File: src/rtl/wdog_pkg.sv
package wdog_pkg;
  localparam int unsigned OFF_RESTART = 32'h04;
  localparam int unsigned OFF_CTRL    = 32'h08;
  localparam int unsigned OFF_STATUS  = 32'h0C;
  localparam int unsigned OFF_BARK    = 32'h10;
  localparam int unsigned OFF_BITE    = 32'h14;

  localparam int unsigned CTRL_RUN_BIT = 0;
  localparam int unsigned CTRL_IRQ_BIT = 1;
  localparam int unsigned STAT_CAUSE_BIT = 0;
endpackage

File: src/rtl/wdog_regs.sv
module wdog_regs #(
  parameter int ADDR_W = 5,
  parameter int DATA_W = 32,
  parameter int CNT_W  = 28
) (
  input  logic              clk_i,
  input  logic              rst_ni,
  input  logic              req_i,
  input  logic              we_i,
  input  logic [ADDR_W-1:0] addr_i,
  input  logic [DATA_W-1:0] wdata_i,
  input  logic              cause_i,
  output logic              run_o,
  output logic              irq_en_o,
  output logic              restart_o,
  output logic              rearm_o,
  output logic [CNT_W-1:0]  bark_thr_o,
  output logic [CNT_W-1:0]  bite_thr_o,
  output logic [DATA_W-1:0] rdata_o
);
  import wdog_pkg::*;

  localparam logic [ADDR_W-1:0] A_RST  = ADDR_W'(OFF_RESTART);
  localparam logic [ADDR_W-1:0] A_CTRL = ADDR_W'(OFF_CTRL);
  localparam logic [ADDR_W-1:0] A_STAT = ADDR_W'(OFF_STATUS);
  localparam logic [ADDR_W-1:0] A_BARK = ADDR_W'(OFF_BARK);
  localparam logic [ADDR_W-1:0] A_BITE = ADDR_W'(OFF_BITE);
  localparam logic [CNT_W-1:0]  THR_RST = {CNT_W{1'b1}};

  logic             wr;
  logic             wr_rst, wr_ctrl, wr_bark, wr_bite;
  logic             run_q, irq_q;
  logic [CNT_W-1:0] bark_q, bite_q;
  logic             unused_hi;

  assign wr      = req_i & we_i;
  assign wr_rst  = wr & (addr_i == A_RST);
  assign wr_ctrl = wr & (addr_i == A_CTRL);
  assign wr_bark = wr & (addr_i == A_BARK);
  assign wr_bite = wr & (addr_i == A_BITE);
  assign unused_hi = ^wdata_i[DATA_W-1:CNT_W];

  always_ff @(posedge clk_i or negedge rst_ni) begin
    if (!rst_ni) begin
      run_q  <= 1'b0;
      irq_q  <= 1'b0;
      bark_q <= THR_RST;
      bite_q <= THR_RST;
    end else begin
      if (wr_ctrl) begin
        run_q <= wdata_i[CTRL_RUN_BIT];
        irq_q <= wdata_i[CTRL_IRQ_BIT];
      end
      if (wr_bark) bark_q <= wdata_i[CNT_W-1:0];
      if (wr_bite) bite_q <= wdata_i[CNT_W-1:0];
    end
  end

  assign run_o      = run_q;
  assign irq_en_o   = irq_q;
  assign bark_thr_o = bark_q;
  assign bite_thr_o = bite_q;
  assign restart_o  = wr_rst & wdata_i[0];
  // a new run starts only on a 0 -> 1 transition of the run bit
  assign rearm_o    = wr_ctrl & wdata_i[CTRL_RUN_BIT] & ~run_q;

  always_comb begin
    rdata_o = '0;
    case (addr_i)
      A_CTRL: begin
        rdata_o[CTRL_RUN_BIT] = run_q;
        rdata_o[CTRL_IRQ_BIT] = irq_q;
      end
      A_STAT: rdata_o[STAT_CAUSE_BIT] = cause_i;
      A_BARK: rdata_o = DATA_W'(bark_q);
      A_BITE: rdata_o = DATA_W'(bite_q);
      default: rdata_o = '0;
    endcase
  end

  p_ctrl_write_r2: assert property (@(posedge clk_i) disable iff (!rst_ni)
    wr_ctrl |=> (run_q == $past(wdata_i[CTRL_RUN_BIT])) && (irq_q == $past(wdata_i[CTRL_IRQ_BIT])));
  p_thr_write_r10: assert property (@(posedge clk_i) disable iff (!rst_ni)
    wr_bark |=> bark_q == $past(wdata_i[CNT_W-1:0]));
endmodule

File: src/rtl/wdog_counter.sv
module wdog_counter #(
  parameter int CNT_W     = 28,
  parameter bit HOLD_BITE = 1'b1
) (
  input  logic             clk_i,
  input  logic             rst_ni,
  input  logic             run_i,
  input  logic             irq_en_i,
  input  logic             restart_i,
  input  logic             rearm_i,
  input  logic [CNT_W-1:0] bark_thr_i,
  input  logic [CNT_W-1:0] bite_thr_i,
  output logic             bark_irq_o,
  output logic             bite_rst_o,
  output logic             bite_fire_o
);
  localparam logic [CNT_W-1:0] CNT_MAX = {CNT_W{1'b1}};

  logic [CNT_W-1:0] count_q;
  logic             bark_done_q, bite_done_q;
  logic             bark_hit, bite_hit;
  logic             bark_q, bite_q;

  always_ff @(posedge clk_i or negedge rst_ni) begin
    if (!rst_ni)                             count_q <= '0;
    else if (restart_i)                      count_q <= '0;
    else if (run_i && (count_q != CNT_MAX))  count_q <= count_q + 1'b1;
  end

  // >= so that a threshold lowered below the live count still fires
  assign bark_hit = run_i & ~restart_i & ~bark_done_q & (count_q >= bark_thr_i);
  assign bite_hit = run_i & ~restart_i & ~bite_done_q & (count_q >= bite_thr_i);

  always_ff @(posedge clk_i or negedge rst_ni) begin
    if (!rst_ni) begin
      bark_done_q <= 1'b0;
      bite_done_q <= 1'b0;
      bark_q      <= 1'b0;
    end else begin
      if (restart_i || rearm_i) begin
        bark_done_q <= 1'b0;
        bite_done_q <= 1'b0;
      end else begin
        if (bark_hit) bark_done_q <= 1'b1;
        if (bite_hit) bite_done_q <= 1'b1;
      end
      bark_q <= bark_hit & irq_en_i;
    end
  end

  if (HOLD_BITE) begin : g_hold
    always_ff @(posedge clk_i or negedge rst_ni) begin
      if (!rst_ni)       bite_q <= 1'b0;
      else if (bite_hit) bite_q <= 1'b1;
    end
    p_bite_held_r8: assert property (@(posedge clk_i) disable iff (!rst_ni)
      bite_q |=> bite_q);
  end else begin : g_pulse
    always_ff @(posedge clk_i or negedge rst_ni) begin
      if (!rst_ni) bite_q <= 1'b0;
      else         bite_q <= bite_hit;
    end
    p_bite_pulse_r8: assert property (@(posedge clk_i) disable iff (!rst_ni)
      bite_q |=> !bite_q);
  end

  assign bark_irq_o  = bark_q;
  assign bite_rst_o  = bite_q;
  assign bite_fire_o = bite_hit;

  p_restart_zero_r6: assert property (@(posedge clk_i) disable iff (!rst_ni)
    restart_i |=> count_q == '0);
  p_hold_idle_r7: assert property (@(posedge clk_i) disable iff (!rst_ni)
    (!run_i && !restart_i) |=> $stable(count_q));
  p_bark_single_r3: assert property (@(posedge clk_i) disable iff (!rst_ni)
    bark_irq_o |=> !bark_irq_o);
  p_bark_gated_r4: assert property (@(posedge clk_i) disable iff (!rst_ni)
    bark_irq_o |-> $past(irq_en_i));
  p_bite_thr_r5: assert property (@(posedge clk_i) disable iff (!rst_ni)
    $rose(bite_rst_o) |-> $past(count_q >= bite_thr_i));
endmodule

File: src/rtl/wdog_cause.sv
module wdog_cause (
  input  logic clk_i,
  input  logic por_ni,
  input  logic bite_fire_i,
  output logic cause_o
);
  // power-on domain only: must outlive the reset the bite requests
  always_ff @(posedge clk_i or negedge por_ni) begin
    if (!por_ni)          cause_o <= 1'b0;
    else if (bite_fire_i) cause_o <= 1'b1;
  end

  p_cause_set_r9: assert property (@(posedge clk_i) disable iff (!por_ni)
    bite_fire_i |=> cause_o);
  p_cause_keep_r9: assert property (@(posedge clk_i) disable iff (!por_ni)
    cause_o |=> cause_o);
endmodule

File: src/rtl/wdog_two_stage.sv
module wdog_two_stage #(
  parameter int ADDR_W    = 5,
  parameter int DATA_W    = 32,
  parameter int CNT_W     = 28,
  parameter bit HOLD_BITE = 1'b1
) (
  input  logic              clk_i,
  input  logic              rst_ni,
  input  logic              por_ni,
  input  logic              req_i,
  input  logic              we_i,
  input  logic [ADDR_W-1:0] addr_i,
  input  logic [DATA_W-1:0] wdata_i,
  output logic [DATA_W-1:0] rdata_o,
  output logic              bark_irq_o,
  output logic              bite_rst_o
);
  logic             run, irq_en, restart, rearm, bite_fire, cause;
  logic [CNT_W-1:0] bark_thr, bite_thr;

  wdog_regs #(.ADDR_W(ADDR_W), .DATA_W(DATA_W), .CNT_W(CNT_W)) u_regs (
    .clk_i, .rst_ni, .req_i, .we_i, .addr_i, .wdata_i,
    .cause_i(cause), .run_o(run), .irq_en_o(irq_en), .restart_o(restart),
    .rearm_o(rearm), .bark_thr_o(bark_thr), .bite_thr_o(bite_thr), .rdata_o
  );

  wdog_counter #(.CNT_W(CNT_W), .HOLD_BITE(HOLD_BITE)) u_cnt (
    .clk_i, .rst_ni, .run_i(run), .irq_en_i(irq_en), .restart_i(restart),
    .rearm_i(rearm), .bark_thr_i(bark_thr), .bite_thr_i(bite_thr),
    .bark_irq_o, .bite_rst_o, .bite_fire_o(bite_fire)
  );

  wdog_cause u_cause (
    .clk_i, .por_ni, .bite_fire_i(bite_fire), .cause_o(cause)
  );
endmodule

File: config.mk
export PLATFORM = sky130hd
export DESIGN_NAME = wdog_two_stage
export DESIGN_NICKNAME = d
export VERILOG_FILES = /design/src/rtl/wdog_pkg.sv /design/src/rtl/wdog_regs.sv /design/src/rtl/wdog_counter.sv /design/src/rtl/wdog_cause.sv /design/src/rtl/wdog_two_stage.sv
export SDC_FILE = /design/constraint.sdc
export NUM_CORES = 1
export LEC_CHECK = 0
export ABC_AREA = 1
export BUFFER_PORTS_ARGS = -buffer_cell sky130_fd_sc_hd__buf_2
export CORE_MARGIN = 5
export CORE_UTILIZATION = 55
export CTS_BUF_LIST = sky130_fd_sc_hd__clkbuf_16
export DETAILED_ROUTE_END_ITERATION = 16
export PLACE_DENSITY = 0.76
export SLEW_MARGIN = 20
export SYNTH_ARGS = -nofsm -noshare
export SYNTH_HDL_FRONTEND = slang
export SYNTH_SLANG_ARGS = --single-unit
export TNS_END_PERCENT = 1
File: constraint.sdc
create_clock -name clk_i -period 3.5 [get_ports clk_i]
set_input_delay 0.7 -clock clk_i [delete_from_list [all_inputs] [get_ports clk_i]]
set_output_delay 0.7 -clock clk_i [all_outputs]
set_load 0.03 [all_outputs]
# ---- Yosys cells after proc, flatten, opt, wreduce, memory -nomap -nowiden
# Index checks and enable logic that the tools add are counted.
dict set report op_classes {
  n_mul 0
  mux 9
  n_eq_ne 6
  n_reduce_logical 5
  n_bitwise 18
  add_sub_neg 1
  n_shift 0
  n_lt_le_gt_ge 2
  n_div 0
}
# cell n
set op_table {}
lappend op_table {{28-bit >= comparator} 2}
lappend op_table {{28-bit 2-to-1 mux} 2}
lappend op_table {{26-bit one-hot mux with 2 select lines} 1}
lappend op_table {{28-bit by 1-bit adder with 28-bit output, second input constant} 1}
lappend op_table {{28-bit inequality test, second input constant} 1}
lappend op_table {{1-bit AND} 14}
lappend op_table {{5-bit by 4-bit equality test with 1-bit output, second input constant} 2}
lappend op_table {{5-bit equality test, second input constant} 2}
lappend op_table {{2-bit nonzero test} 3}
lappend op_table {{5-bit by 3-bit equality test with 1-bit output, second input constant} 1}
lappend op_table {{1-bit 2-to-1 mux} 4}
lappend op_table {{1-bit inverter} 4}
lappend op_table {{1-bit one-hot mux with 4 select lines} 1}
lappend op_table {{1-bit one-hot mux with 3 select lines} 1}
lappend op_table {{1-bit logical AND} 1}
lappend op_table {{1-bit logical OR} 1}
dict set report totals {
  mem_bits_rw 0
  out_inout_bits 34
  latchBits 0
  rom_bits 0
  mem_count 0
  register_bits 91
}

# ---- Depth between registers and ports, before layout
# Gate-level depths: netlist (run 1).
dict set report depth {
  word_depth 9
  depth_mapped 13
  ltp_nobuf 13
}

# ---- By module
# A second synthesis (run 1) with hierarchy kept.
dict set report unflattened {
  cells_unflattened 948
  area_unflattened_um2 6630.1
}
# mod seq_area_each_um2 area_per_inst_um2 cells_per_inst n_inst
set modules_own_cells {}
lappend modules_own_cells {wdog_counter 800.8 3696.0 576 1}
lappend modules_own_cells {wdog_regs 1521.5 2897.8 368 1}
lappend modules_own_cells {wdog_cause 25.0 36.3 4 1}

# ---- Worst setup path after synthesis (run 1)
# Ideal clock, no wire load.
dict set report synth_timing {
  path_kind {input-to-output}
  from {in addr_i[1]}
  to {out rdata_o[12]}
  path_buffers 1
  t_arrival_ns 2.107
  required_ns 2.800
  path_slack_ns 0.693
  stages 6
  cell_sequence {nor2_1 > nand3_1 > nor2_1 > clkinv_1 > clkbuf_1 > o22ai_1}
}
dict set report synth_via {
  elab_chain_len 2
}
# element line
set synth_lines {}
lappend synth_lines {{start: declaration} wdog_two_stage.sv:12} ;# input logic [ADDR_W-1:0] addr_i,
lappend synth_lines {{5-bit equality test} wdog_regs.sv:69} ;# case (addr_i)
lappend synth_lines {{26-bit one-hot mux with 2 select lines *} wdog_regs.sv:69}
lappend synth_lines {{end: declaration} wdog_two_stage.sv:14} ;# output logic [DATA_W-1:0] rdata_o,
# Every way passes the cells marked *; elsewhere a longest branch is shown, timed or not.

# ---- Worst setup path in the final report (run 1)
dict set report layout_timing {
  from {in addr_i[1]}
  to {out rdata_o[27]}
}
# The elaborated chain is that of the path after synthesis.

==> flow_summary_export.csv, run 1 <==
group,metric,value,unit
clocking,cts_tree,"built",
detailed_routing,first_iter_violations,369,
synth,ys_seq_area_share,37.7,%
sta,setup_ws,0.643,ns
place,io_buffer_count,67,
critical_path,endpoint_kind,"output pin",
place,globalplace.congestion,0.964,
power_and_ir_drop,power.switching,1.22,mW
power_and_ir_drop,p_sw_share,36.4,%
synth,syn-instance-count,851,
synth,synth_cell_type_count,36,
clocking,worstSkewPairLatency,0.35,ns
layout,fin_area,6930,um^2
clocking,cts.repair.resized,0,
detailed_routing,via_per_inst,5.11,
critical_path,slowest_delay,0.24,ns
sta,fin_tns_setup,0,ns
detailed_routing,wirelength,14000,um
layout,final_nets,1013,
global_route,antenna_found_initial,0,
global_route,grt_max_degree,57,
global_route,grt_usage,22.5,%
clocking,cts_buffer_depth,2,
global_route,grt_pass1_wl,24400,um
layout,final_core_util,63.1,%
layout,final_cell_mix,"nand2_1 (250), inv_1 (149), buf_2 (66)",
flow_run,drv_cap,0,
power_and_ir_drop,vdd_ir_drop_max,0.000350,V
floorplan,die_w,116,um
detailed_routing,postRouteAntennaNets,0,
place,hpwl,10500,um
power_and_ir_drop,powerDensity,481,nW/um^2
critical_path,slowest_stage,"nor2_1",
floorplan,start_util,56.7,%
detailed_routing,drt_first_pass_iters,5,
sta,skew,0.00684,ns
clocking,cts_sinks,91,
place,dpl.cell_count,1043,
clocking,post_cts.repair.setup_buffers,0,
layout,areaGrowthSynthToFinish,11.4,%
place,place_area,6660,um^2
layout,layout_commonest_cell,"nand2_1",
critical_path,startpoint,"addr_i[1]",
floorplan,io_pins,76,
layout,diodes,0,
clocking,clkSlewWorstSetupHoldPaths,0.06,ns
critical_path,crit_cells,8,
min_path,hp-class,"in2async",
critical_path,start_kind,"input pin",
floorplan,die_h,116,um
critical_path,worst-path-buf-inv,4,
synth,yosys_warnings,0,
layout,finalNonFillerCells,1059,
global_route,first_global_vias,5332,
power_and_ir_drop,seq_power_share,42.5,%
critical_path,path_cells,"buf_2, nor2_1, nand3_1, nor2_1, clkinv_1, buf_4, o22ai_1, buf_2",
power_and_ir_drop,p_leak,3.55,nW
critical_path,r2r_cells,11,
clocking,cts_htree_levels,3,
global_route,grt_overflow,0,
detailed_routing,dr_total_vias,5410,
floorplan,die_area,13500,um^2
power_and_ir_drop,intPower,2.12,mW
sta,rsz0062_at_grt,"false",
sta,maxSlewHeadroom,57.3,%
critical_path,crit_family,"buffers and inverters",
critical_path,critPathMaxFanout,26,
place,pre_cts_slack,0.630,ns
critical_path,cp_data_required_time,2.80,ns
detailed_routing,drc_errors,0,
power_and_ir_drop,combPwrFrac,29.9,%
sta,finalSetupViolations,0,
power_and_ir_drop,clkPwrFrac,27.6,%
synth,avgSynthCellArea,7.31,um^2
sta,fin_crit_sh,81.6,%
layout,drive_gt1_share,18.1,%
critical_path,timing.rr.start,"u_cnt.count_q[1]",
sta,max_freq,0.350,GHz
detailed_routing,drt-wirelength-per-cell,13.3,um
floorplan,core-area,11000,um^2
critical_path,arrival,2.16,ns
clocking,hold_buffers,0,
sta,fin_crit,2.86,ns
synth,netlist_area,6220,um^2
floorplan,rows,38,
clocking,clock_tree.root_cell,"clkbuf_16",
critical_path,criticalPathCategory,"in2out",
status,status,"finished clean",
sta,final-hold-violation-count,0,
clocking,cts-buffers-inserted,9,
sta,worst_slew_pin_slew,0.641,ns
sta,slew_violations,0,
synth,synth-seq-cells,91,
-- metal layers --
layer  GRT usage [%]  routed length (um)  up-vias
met2            37.5                6640      105
met3            4.20                 625       18
met1            29.9                6590     2464
met5               0                   0        -
met4            6.81                 188        0
li1                -                   -     2823
-- cell families (layout without fill, tap and decap cells) --
kind of cell | after synthesis | count (layout) | synth area share (%)
adder cells (fa/ha/maj) | 57 | 57 | 11.5
XOR/XNOR | 9 | 9 | 1.27
AO/OA/AOI/OAI | 130 | 130 | 11.8
flip-flops | 91 | 91 | 37.7
buffers and inverters | 177 | 242 | 11.7
other | 1 | 4 | 0.0603
AND/OR/NAND/NOR | 386 | 386 | 26.0
-- cells in the mapped netlist (all sizes together) --
master	number	area, um^2
xnor2	1	8.76
xor2	8	70.1
conb	1	3.75
nand3b	3	22.5
nor3	11	66.3
o2111ai	1	8.76
o21ai	78	424
buf	9	82.6
a21o	5	37.5
nor2	63	254
clkbuf	16	60.1
dfrtp	35	876
o221ai	1	8.76
nand4	10	62.6
nor3b	1	7.51
clkinv	2	20.0
a21oi	19	95.1
ha	57	713
inv	150	563
dfstp	56	1470
o22ai	26	163
nand3	44	230
nand2	254	973
-- worst paths after layout --
check / end / slack [ns]
min in group clk_i: u_cnt.bite_rst_o / 0.46
hold / removal: u_cause.cause_o / 0.11
max in group asynchronous: u_regs.bark_thr_o[20] / 2.31
hold reg to reg: u_cnt.bite_rst_o / 0.46
setup reg to reg: u_cnt.count_q[27] / 1.49
setup / recovery: rdata_o[27] / 0.64
-- per-stage QoR --
| step | hold WS, ns | power [mW] |
|---|---|---|
| after floorplan | 0.404 | 2.16 |
| after global placement | 0.442 | 2.39 |
| after detailed placement | 0.447 | 2.42 |
| after CTS | 0.100 | 3.36 |
| after global routing | 0.100 | 3.62 |
| final | 0.107 | 3.34 |
-- final cells by class --
class	count	area, um^2
clock buffer	9	225
clock inverter	7	52.6
fill	1033	4050
inverter	152	583
multi-input combinational	586	3160
sequential	91	2350
tap	140	175
timing repair buffer	74	390
-- registers in the layout, indices dropped and copies added, names as in the netlist --
register / flops
u_cause.cause_o: 1
u_cnt.bark_done_q: 1
u_cnt.bark_irq_o: 1
u_cnt.bite_done_q: 1
u_cnt.bite_rst_o: 1
u_cnt.count_q: 28
u_regs.bark_thr_o: 28
u_regs.bite_thr_o: 28
u_regs.irq_en_o: 1
u_regs.run_o: 1
-- power groups by stage --
stage                     logic (mW)  registers, mW  clock network (mW)
after floorplan                0.774           1.39                   0
after global placement         0.966           1.43                   0
after detailed placement       0.988           1.43                   0
after CTS                       1.01           1.42               0.937
after global routing            1.19           1.45               0.982
final                          0.998           1.42               0.921
No activity file was read; power rests on OpenSTA's default activity.
==> run 2: changes to the inputs <==
clock period = 2.8 ns   (was 3.5 ns; I/O delays follow)
==> run 2 against run 1 <==
Against the previous run: clock skew rose by 0.0015 ns; wire length rose by 0.93%; clock-buffer cell count did not move; worst hold slack improved by 0.068 ns; highest routed layer unchanged.
==> flow_summary_export.csv, run 2 (synthesis gave the netlist of run 1 again) <==
group,metric,value,unit
layout,fillCellCount,1013,
sta,fin_crit,2.52,ns
place,place_area,6680,um^2
sta,finalSetupViolations,0,
floorplan,rows,38,
global_route,antenna_found_initial,0,
clocking,cts_tree,"built",
status,status,"finished clean",
detailed_routing,wirelength,14200,um
sta,final-hold-violation-count,0,
critical_path,critPathMaxFanout,26,
power_and_ir_drop,vdd_ir_drop_max,0.000466,V
power_and_ir_drop,p_leak,3.57,nW
global_route,grt_pass1_wl,24400,um
sta,rsz0062_at_grt,"false",
layout,drive_gt1_share,18.1,%
critical_path,startpoint,"addr_i[1]",
detailed_routing,drt-met1-wl,6700,um
detailed_routing,drc_errors,0,
critical_path,arrival,1.96,ns
place,io_buffer_count,67,
sta,worst_hold_slack,0.175,ns
clocking,cts.repair.resized,0,
clocking,worstSkewPairLatency,0.35,ns
layout,fin_area,6980,um^2
detailed_routing,postRouteAntennaNets,0,
layout,final_nets,1015,
sta,max_freq,0.397,GHz
global_route,grt_max_degree,57,
critical_path,criticalPathCategory,"in2out",
sta,slew_violations,0,
detailed_routing,first_iter_violations,284,
detailed_routing,dr_wl_met2,6700,um
flow_run,drv_cap,0,
sta,fin_tns_setup,0,ns
floorplan,core-area,11000,um^2
clocking,cts-buffers-inserted,9,
layout,diodes,0,
clocking,cts_buffer_depth,2,
detailed_routing,via_per_inst,5.07,
critical_path,cp_data_required_time,2.24,ns
global_route,grt_overflow,0,
detailed_routing,highest_layer,"met4",
layout,final_cell_mix,"nand2_1 (250), inv_1 (150), buf_2 (66)",
critical_path,endpoint_kind,"output pin",
clocking,clock_tree.root_cell,"clkbuf_16",
floorplan,io_pins,76,
layout,layout_commonest_cell,"nand2_1",
critical_path,rrSetupSlack,0.79,ns
global_route,grt_usage,22.7,%
sta,maxSlewHeadroom,56.5,%
global_route,first_global_vias,5219,
place,hpwl,10700,um
layout,areaGrowthSynthToFinish,12.2,%
detailed_routing,wl_met3,556,um
detailed_routing,drt-wirelength-per-cell,13.4,um
place,globalplace.congestion,0.934,
sta,skew,0.00831,ns
floorplan,die_area,13500,um^2
clocking,cts_sinks,91,
floorplan,start_util,56.7,%
detailed_routing,drt_first_pass_iters,5,
detailed_routing,dr_total_vias,5382,
power_and_ir_drop,powerDensity,606,nW/um^2
floorplan,die_w,116,um
clocking,cts_htree_levels,3,
sta,worst_slew_pin_slew,0.650,ns
floorplan,die_h,116,um
critical_path,r2r_cells,11,
clocking,clkSlewWorstSetupHoldPaths,0.06,ns
critical_path,timing.rr.start,"u_cnt.count_q[1]",
critical_path,start_kind,"input pin",
critical_path,critPathCapture,"rdata_o[6]",
critical_path,r2r-end,"u_cnt.count_q[25]",
min_path,hp-class,"in2async",
sta,fin_crit_sh,89.9,%
==> run 2: metal layers <==
| layer | vias to the layer above | track usage (%) |
|---|---|---|
| met3 | 19 | 4.15 |
| met5 | - | 0 |
| met2 | 116 | 37.3 |
| met4 | 0 | 6.65 |
| li1 | 2837 | - |
| met1 | 2410 | 30.7 |
==> run 2: worst min path at each step <==
stage / start / end / slack, ns / cells after the start
2_1_floorplan: por_ni / u_cause.cause_o / 0.26 / 0
3_3_place_gp: por_ni / u_cause.cause_o / 0.34 / 1
3_5_place_dp: por_ni / u_cause.cause_o / 0.34 / 1
4_1_cts: rst_ni / u_cnt.count_q[5] / 0.19 / 1
5_1_grt: rst_ni / u_cnt.count_q[4] / 0.21 / 1
6_report: rst_ni / u_cnt.count_q[5] / 0.18 / 1
==> run 2: per-stage QoR <==
step                      worst slack [ns]  cells  util, %  power [mW]
after floorplan                      0.273    854        -        2.70
after CTS                            0.298   1061     63.5        4.26
after global placement               0.305   1044     60.8        2.99
after global routing                0.0944   1061     63.5        4.58
final                                0.284   1061     63.5        4.23
after detailed placement             0.306   1044     60.8        3.03
==> run 2: final cells by class <==
| cell class | count | area (um^2) | share of cell area, % |
|---|---|---|---|
| clock buffers | 9 | 225 | 3.23 |
| clock inverters | 7 | 67.6 | 0.968 |
| inverters | 152 | 583 | 8.35 |
| multi-input cells | 586 | 3160 | 45.3 |
| flip-flops and latches | 91 | 2350 | 33.6 |
| well taps | 140 | 175 | 2.51 |
| repair buffers | 76 | 420 | 6.02 |
==> run 2: repair_timing <==
item                      in CTS  in global routing
hold buffers                   1                  0
buffers inserted               0                  0
hold endpoints to repair       1                  0
==> run 2: critical path, cell delays in order <==
cell	delay (ns)
buf_2	0.10
nor2_1	0.21
nand3_1	0.13
nor2_1	0.24
clkinv_1	0.10
buf_4	0.23
o22ai_1	0.15
buf_2	0.22
==> run 2: power breakdown <==
part	internal, mW	switching [mW]	leakage (nW)
combinational	0.462	0.781	2.39
clock	0.690	0.523	0.149
sequential	1.58	0.194	1.03
total	2.73	1.50	3.57
==> run 3: changes to the inputs <==
CORE_UTILIZATION = 54   (was 55)
PLACE_DENSITY = 0.78   (was 0.76)
clock period = 2.1 ns   (was 2.8 ns; I/O delays follow)
==> run 3 against run 2 <==
Against the previous run: combinational power is 41% higher; sequential power is 33% higher; power is 37% higher; non-clock buffer count is 5 higher; die area is 1.7% higher.
==> flow_summary_export.csv, run 3 (synthesis gave the netlist of run 1 again) <==
group,metric,value,unit
status,status,"finished clean",
detailed_routing,drt-wirelength-per-cell,13.9,um
sta,rsz0062_at_grt,"false",
floorplan,die_w,117,um
flow_run,drv_cap,0,
global_route,grt_pass1_wl,25200,um
critical_path,start_kind,"input pin",
power_and_ir_drop,seq_power_share,40.5,%
power_and_ir_drop,powerDensity,815,nW/um^2
clocking,worstSkewPairLatency,0.35,ns
critical_path,cp_data_required_time,1.68,ns
sta,setup_ws,0.148,ns
critical_path,critPathMaxFanout,26,
sta,finalSetupViolations,0,
floorplan,start_util,54.7,%
place,globalplace.congestion,0.955,
global_route,first_global_vias,5296,
power_and_ir_drop,vdd_ir_drop_max,0.000559,V
floorplan,io_pins,76,
sta,final-hold-violation-count,0,
min_path,hp-class,"in2async",
power_and_ir_drop,p_leak,3.63,nW
global_route,grt_max_degree,57,
detailed_routing,postRouteAntennaNets,0,
power_and_ir_drop,intPower,3.75,mW
clocking,post_cts.repair.setup_buffers,0,
global_route,grt_usage,22.1,%
clocking,cts_htree_levels,3,
layout,final_nets,1020,
sta,skew,0.00724,ns
sta,max_freq,0.512,GHz
place,hpwl,10900,um
sta,fin_crit_sh,93.0,%
power_and_ir_drop,p_sw_share,35.4,%
floorplan,die_h,117,um
detailed_routing,via_per_inst,5.21,
layout,layout_commonest_cell,"nand2_1",
layout,fillCellCount,1012,
place,pre_cts_slack,0.0350,ns
detailed_routing,wirelength,14900,um
global_route,grt_overflow,0,
global_route,antenna_found_initial,0,
power_and_ir_drop,combPwrFrac,30.2,%
sta,fin_crit,1.95,ns
power_and_ir_drop,power.switching,2.06,mW
layout,final_cell_mix,"nand2_1 (250), inv_1 (149), o21ai_0 (65)",
clocking,cts_tree,"built",
layout,fin_area,7120,um^2
detailed_routing,drc_errors,0,
layout,areaGrowthSynthToFinish,14.5,%
clocking,cts_sinks,91,
sta,maxSlewHeadroom,62.0,%
clocking,cts_buffer_depth,2,
clocking,cts-buffers-inserted,9,
floorplan,core-area,11400,um^2
place,io_buffer_count,67,
floorplan,rows,39,
detailed_routing,drt_first_pass_iters,5,
clocking,clkSlewWorstSetupHoldPaths,0.06,ns
layout,diodes,0,
sta,worst_slew_pin_slew,0.571,ns
place,place_area,6760,um^2
critical_path,criticalPathCategory,"in2out",
layout,drive_gt1_share,19.5,%
critical_path,arrival,1.53,ns
detailed_routing,dr_total_vias,5566,
sta,slew_violations,0,
clocking,clock_tree.root_cell,"clkbuf_16",
critical_path,endpoint_kind,"output pin",
detailed_routing,first_iter_violations,291,
sta,worst_hold_slack,0.0214,ns
power_and_ir_drop,clkPwrFrac,29.3,%
floorplan,die_area,13800,um^2
## run 3: what timing repair did
| item | CTS | global route |
|---|---|---|
| endpoints found under the hold margin | 1 | 0 |
| resized for setup | 0 | 19 |
| endpoints found under the setup margin | 0 | 30 |
| hold buffers | 1 | 0 |
## run 3: layer usage
layer	up-vias	routed length, um	track usage [%]
met1	2571	6560	29.7
li1	2839	-	-
met4	0	318	7.76
met2	134	7230	35.7
met3	22	775	3.85
met5	-	0	0
## run 3: worst max-delay path, stage by stage
cell,delay [ns]
buf_2,0.10
nor2_1,0.14
buf_4,0.15
nand3_2,0.12
buf_12,0.20
o22ai_1,0.20
buf_4,0.20
## run 3: final cells by class
| class | instances | area [um^2] | share of cell area [%] |
|---|---|---|---|
| Clock buffer | 10 | 250 | 3.51 |
| Clock inverter | 6 | 60.1 | 0.843 |
| Inverter | 152 | 583 | 8.18 |
| Multi-Input combinational cell | 586 | 3190 | 44.8 |
| Sequential cell | 91 | 2350 | 32.9 |
| Tap cell | 143 | 179 | 2.51 |
| Timing Repair Buffer | 81 | 510 | 7.17 |
## run 3: per-stage QoR
| stage | total power, mW | TNS, ns | std cells | util, % |
|---|---|---|---|---|
| after CTS | 5.83 | 0 | 1069 | 62.2 |
| final | 5.80 | 0 | 1069 | 62.7 |
| after floorplan | 3.60 | -2.95 | 854 | - |
| after detailed placement | 4.09 | 0 | 1052 | 59.4 |
| after global routing | 6.24 | 0 | 1069 | 62.7 |
| after global placement | 4.02 | 0 | 1052 | 59.4 |
## run 3: final timing paths
path,cells after the start,slack [ns],endpoint,start
worst min register to register,2,0.46,u_cnt.bite_rst_o,u_cnt.bite_rst_o
max in group asynchronous,2,1.39,u_regs.bite_thr_o[20],rst_ni
worst min-delay path,1,0.02,u_cnt.count_q[4],rst_ni
worst max-delay path,7,0.15,rdata_o[26],addr_i[1]
min in group clk_i,3,0.29,u_regs.bark_thr_o[7],wdata_i[7]
worst max register to register,10,0.16,u_cnt.count_q[25],u_cnt.count_q[11]
## run 3: power by group through the flow
stage | combinational, mW | sequential, mW | clock [mW]
after detailed placement | 1.71 | 2.38 | 0
after global placement | 1.65 | 2.36 | 0
final | 1.75 | 2.35 | 1.70
after floorplan | 1.29 | 2.31 | 0
after CTS | 1.75 | 2.35 | 1.73
after global routing | 2.05 | 2.39 | 1.80
